<file path="src/rtl/alu_mux_pkg.sv">
package alu_mux_pkg;

  localparam int unsigned SEL_W = 2;
  localparam int unsigned TBL_W = 1 << SEL_W;

  // Truth-table lookup: the table bit is picked by {hi, lo}.
  function automatic logic tbl_pick(input logic [TBL_W-1:0] tbl,
                                    input logic hi, input logic lo);
    return tbl[{hi, lo}];
  endfunction

  // Data word for the carry selector, in index order 11,10,01,00.
  function automatic logic [TBL_W-1:0] carry_tbl(input logic gen,
                                                 input logic fwd,
                                                 input logic kill);
    return {gen, fwd, fwd, kill};
  endfunction

endpackage

</file>
<file path="src/rtl/alu_mux_sel4.sv">
module alu_mux_sel4
  import alu_mux_pkg::*;
(
  input  logic [TBL_W-1:0] data_i,
  input  logic             hi_i,
  input  logic             lo_i,
  output logic             y_o
);
  always_comb y_o = tbl_pick(data_i, hi_i, lo_i);
endmodule

</file>
<file path="src/rtl/alu_mux_slice.sv">
module alu_mux_slice
  import alu_mux_pkg::*;
(
  input  logic             a_i,
  input  logic             b_i,
  input  logic             sub_i,
  input  logic [TBL_W-1:0] func_i,
  input  logic             gen_i,
  input  logic             kill_i,
  input  logic             cin_i,
  output logic             bx_o,
  output logic             lut_o,
  output logic             res_o,
  output logic             cout_o
);
  logic [TBL_W-1:0] cdata;

  always_comb begin
    bx_o  = b_i ^ sub_i;
    cdata = carry_tbl(gen_i, cin_i, kill_i);
  end

  alu_mux_sel4 u_func (
    .data_i(func_i),
    .hi_i  (a_i),
    .lo_i  (bx_o),
    .y_o   (lut_o)
  );

  alu_mux_sel4 u_carry (
    .data_i(cdata),
    .hi_i  (a_i),
    .lo_i  (bx_o),
    .y_o   (cout_o)
  );

  always_comb res_o = lut_o ^ cin_i;
endmodule

</file>
<file path="src/rtl/alu_mux_alu.sv">
module alu_mux_alu
  import alu_mux_pkg::*;
#(
  parameter int unsigned W = 8
) (
  input  logic [W-1:0]     a_i,
  input  logic [W-1:0]     b_i,
  input  logic [TBL_W-1:0] func_i,
  input  logic             sub_i,
  input  logic             gen_i,
  input  logic             kill_i,
  input  logic             cin_i,
  output logic [W-1:0]     res_o,
  output logic             cout_o
);
  localparam int unsigned CW = W + 1;

  // Chain taps, brought out by name for the checker.
  logic [CW-1:0] carry_w;
  logic [W-1:0]  lut_w;
  logic [W-1:0]  bx_w;

  assign carry_w[0] = cin_i;

  for (genvar i = 0; i < W; i++) begin : g_slice
    alu_mux_slice u_slice (
      .a_i   (a_i[i]),
      .b_i   (b_i[i]),
      .sub_i (sub_i),
      .func_i(func_i),
      .gen_i (gen_i),
      .kill_i(kill_i),
      .cin_i (carry_w[i]),
      .bx_o  (bx_w[i]),
      .lut_o (lut_w[i]),
      .res_o (res_o[i]),
      .cout_o(carry_w[i+1])
    );
  end

  assign cout_o = carry_w[W];
endmodule

</file>
<file path="config.mk">
export PLATFORM = sky130hd
export DESIGN_NAME = alu_mux_alu
export DESIGN_NICKNAME = d
export VERILOG_FILES = /design/src/rtl/alu_mux_pkg.sv /design/src/rtl/alu_mux_sel4.sv /design/src/rtl/alu_mux_slice.sv /design/src/rtl/alu_mux_alu.sv
export SDC_FILE = /design/constraint.sdc
export NUM_CORES = 1
export LEC_CHECK = 0
export BUFFER_PORTS_ARGS = -buffer_cell sky130_fd_sc_hd__buf_2
export CAP_MARGIN = 10
export CORE_AREA = 4 4 41 43
export DETAILED_ROUTE_END_ITERATION = 10
export DIE_AREA = 0 0 45 47
export GPL_TIMING_DRIVEN = 0
export PLACE_DENSITY = 0.73
export REMOVE_ABC_BUFFERS = 1
export SLEW_MARGIN = 20
export SYNTH_ARGS = -nofsm -noshare
export SYNTH_HDL_FRONTEND = slang
export SYNTH_HIERARCHICAL = 1
export SYNTH_SLANG_ARGS = --single-unit
</file>
<file path="constraint.sdc">
create_clock -name vclk -period 6.8
set_input_delay 0.34 -clock vclk [all_inputs]
set_output_delay 0.34 -clock vclk [all_outputs]
set_load 0.01 [all_outputs]
</file>
* Word-level counts from Yosys, hierarchy flattened
Cells that the tools add are included.
** Word-level totals
- Logic and storage cells :: 56
- Output and inout port bits :: 9
- Flip-flop bits (word level) :: 0
** Cells by class
- Magnitude comparators :: 8
- Bitwise logic cells :: 16
- Mux-type cells :: 32
** Operators with widths (count)
- binary-select mux 1 bit (select 2 bit) :: 16
- less-than comparator 2 x 3 -> 1 bit, second input constant :: 8
- two-way mux 1 bit :: 16
- bitwise XOR 1 bit :: 16

* Logic depth before layout (Yosys ltp)
- Word-level depth :: 17
- Gate-level depth with buffers :: 9

* Cells and area by module
Netlist, hierarchy kept.
** Modules (own cells, without submodules)
- alu_mux_sel4 :: cells each 1, instances 16, area each 22.5 um^2
- alu_mux_slice :: cells each 2, instances 8, area each 17.5 um^2

* Worst setup path after synthesis
Ideal clock, no wire load.
- Path kind :: input -> output
- From :: in sub_i
- To :: out cout_o
- Path buffers :: 0
- Stages :: 9
- Slack :: 1.818 ns
- Data arrival time :: 4.642 ns
- Required time :: 6.460 ns
- Cell sequence :: xor2_1 -> mux4_2 -> mux4_2 -> mux4_2 -> mux4_2 -> mux4_2 -> mux4_2 -> mux4_2 -> mux4_2
** On the way
- Cells in the longest elaborated chain, start to end :: 17
** Ends and longest elaborated chain
- from (decl) :: line alu_mux_alu.sv:9 : input logic sub_i,
- bitwise XOR 1 bit :: line alu_mux_slice.sv:19 : bx_o = b_i ^ sub_i;
- binary-select mux 1 bit (select 2 bit) :: line alu_mux_pkg.sv:9 : return tbl[{hi, lo}];
- two-way mux 1 bit (implied by the code) :: line alu_mux_pkg.sv:9
- net carry_w[1] :: line alu_mux_alu.sv:19 : logic [CW-1:0] carry_w;
- binary-select mux 1 bit (select 2 bit) :: line alu_mux_pkg.sv:9
- two-way mux 1 bit (implied by the code) :: line alu_mux_pkg.sv:9
- net carry_w[2] :: line alu_mux_alu.sv:19
- binary-select mux 1 bit (select 2 bit) :: line alu_mux_pkg.sv:9
- [... 1 more ...]
- net carry_w[3] :: line alu_mux_alu.sv:19
- [... 2 more ...]
- net carry_w[4] :: line alu_mux_alu.sv:19
- [... 2 more ...]
- net carry_w[5] :: line alu_mux_alu.sv:19
- binary-select mux 1 bit (select 2 bit) :: line alu_mux_pkg.sv:9
- two-way mux 1 bit (implied by the code) :: line alu_mux_pkg.sv:9
- net carry_w[6] :: line alu_mux_alu.sv:19
- binary-select mux 1 bit (select 2 bit) :: line alu_mux_pkg.sv:9
- two-way mux 1 bit (implied by the code) :: line alu_mux_pkg.sv:9
- net carry_w[7] :: line alu_mux_alu.sv:19
- binary-select mux 1 bit (select 2 bit) :: line alu_mux_pkg.sv:9
- two-way mux 1 bit (implied by the code) :: line alu_mux_pkg.sv:9
- to (decl) :: line alu_mux_alu.sv:14 : output logic cout_o
The timed path passes the listed nets, and every way through them passes these cells. The select of a mux whose other input is x is not followed.

* Worst setup path after layout
- From :: in sub_i
- To :: out cout_o
** On the way
- Cells in the longest elaborated chain, start to end :: 17
** Ends and longest elaborated chain
- bitwise XOR 1 bit :: line alu_mux_slice.sv:19
- net bx_w[0] :: line alu_mux_alu.sv:21 : logic [W-1:0] bx_w;
- binary-select mux 1 bit (select 2 bit) :: line alu_mux_pkg.sv:9
- two-way mux 1 bit (implied by the code) :: line alu_mux_pkg.sv:9
- net carry_w[1] :: line alu_mux_alu.sv:19
- binary-select mux 1 bit (select 2 bit) :: line alu_mux_pkg.sv:9
- two-way mux 1 bit (implied by the code) :: line alu_mux_pkg.sv:9
- net carry_w[2] :: line alu_mux_alu.sv:19
- [... 2 more ...]
- net carry_w[3] :: line alu_mux_alu.sv:19
- [... 2 more ...]
- net carry_w[4] :: line alu_mux_alu.sv:19
- [... 2 more ...]
- net carry_w[5] :: line alu_mux_alu.sv:19
- binary-select mux 1 bit (select 2 bit) :: line alu_mux_pkg.sv:9
- two-way mux 1 bit (implied by the code) :: line alu_mux_pkg.sv:9
- net carry_w[6] :: line alu_mux_alu.sv:19
- binary-select mux 1 bit (select 2 bit) :: line alu_mux_pkg.sv:9
- two-way mux 1 bit (implied by the code) :: line alu_mux_pkg.sv:9
- net carry_w[7] :: line alu_mux_alu.sv:19
- binary-select mux 1 bit (select 2 bit) :: line alu_mux_pkg.sv:9
- two-way mux 1 bit (implied by the code) :: line alu_mux_pkg.sv:9
The timed path passes the listed nets, and every way through them passes these cells. The select of a mux whose other input is x is not followed.

==> impl_results.md <==
* Status: finished clean
* Yosys Warn Count at 6
* I/O pin count at 33
* LEAKAGE at between 0.3 and 0.4 nW
* Ant diodes at 0
* Starting Density at 38.5%
* Via Count at between 400 and 500
* Cts hold-fix bufs at 0
* First-pass GRT wire length at 1920 um
* FF/Latch Area at 0 um2
* Share of layout cells above drive strength 1 at 75.4%
* Post-synthesis cell area at between 500 and 600 um2
* Total core area at approximately 0.0013 mm2
* Fin crit period at 5.49 ns
* Pins Over Slew Limit at 0
* Hold Crit Class: input port to primary output
* RSZ-0062 raised after global routing: false
* Pin count of the biggest net entering global routing at 9
* Gpl congestion at between 0.6 and 0.7
* Crit path DAT at 5.15 ns
* Non-Filler Instances at 80
* Relative slew slack at 79.8%
* DRC Markers at 0
* # placed instances at 80
* Multi-input gate area at 500 um2
* Average size of a mapped cell at 15.6 um2
* Detailed placer's ending HPWL at about 1000 um
* Setup TNS at 0 ns
* Vias in the first global route at 441
* Die span in y at approximately 47 um
* Worst setup path start: sub_i
* GRT overflow at 0
* Resized Gates After CTS at 0
* Final worst-path cycle share at 80.7%
* Number of nets in the layout at 91
* Vias per cell at 5.71
* Post-layout util at 52.6%
* Hold_sp: cin_i
* Distinct cell type count after synthesis at 2
* Pwr/cell area at 122 mW/mm2
* Flip-flop and latch count at 0
* Router iterations before antenna repair at 2
* Die W at 45 um
* Seq/Total Area, Yosys at 0%
* CP max FO at 8
* Peak supply drop at 0.0569 mV
* Clock buffer count at 0
* ANT nets after route at 0
* Initial antenna violation count at 0
* Rows at 13
* Number of I/O port buffers at 33
* Final hold vios at 0
* DIE AREA at 0.00212 mm2
* Setup CP Type: input port to primary output
* Area Growth Syn to Fin at 36.7%
* GRT Overall Usage at ~12%
* Final-layout fill cell count at 129
* Iter 0 DRT Violations at 6
* Max cap viols at 0
* Postcts setup bufs at 0
* Startpoint Class: input port
* Syn Inst Count at 32
* CP endpoint kind: primary output
* Worst-Margin Slew at slightly above 0.3 ns
* Final wirelength at 1200 um
* Fmax at between 0.15 and 0.2 GHz
* Final setup fails at 0
* Critical Path RT at 6.46 ns
* WL per Instance at 15.0 um
## layer usage
metal	wire, um	up-vias	track usage [%]
met2	625	24	23.7
met4	0	0	0
met1	440	222	15.3
li1	-	211	-
met3	132	0	0.766
met5	0	-	0
## cell type report
cell class | instances | share of cell area, %
multi-input cells | 32 | 73.1
well taps | 15 | 2.74
repair buffers | 33 | 24.1
## cell families after synthesis
logic type	after synthesis	share of synthesized area, %
muxes	16	72.0
xor gates and xnor gates	16	28.0
## report_power, final
part | switching, mW | internal [mW] | total, mW
Sequential | 0 | 0 | 0
Combinational | 0.0376 | 0.0461 | 0.0837
Clock | 0 | 0 | 0
Total | 0.0376 | 0.0461 | 0.0837
## cell usage in the layout, fill, tap and decap left out
master,count
mux4_2,16
buf_2,33
xor2_1,16
## through the flow
stage | power [mW] | hold WS, ns | setup slack (ns) | area, um2
floorplan | 0.0548 | 0.760 | 1.82 | 500
global placement | 0.0836 | 0.976 | 1.35 | 684
detailed placement | 0.0849 | 0.974 | 1.29 | 684
CTS | 0.0850 | 0.974 | 1.29 | 684
global route | 0.0907 | 0.991 | 1.16 | 684
finish | 0.0837 | 0.970 | 1.31 | 684
## Yosys cell counts
cell    count  share of area [%]
xor2_1     16                 28
mux4_2     16                 72
## final timing paths
check | end | slack (ns) | cells past startpoint
worst max-delay path | cout_o | 1.31 | 11
worst min-delay path | res_o[0] | 0.97 | 3
## worst max-delay path, stage by stage
cell and delay (ns):
buf_2 0.22, xor2_1 0.30, mux4_2 0.58, mux4_2 0.51, mux4_2 0.51, mux4_2 0.52, mux4_2 0.51, mux4_2 0.52
mux4_2 0.51, mux4_2 0.46, buf_2 0.15
Power figures use the tool's default switching activity.
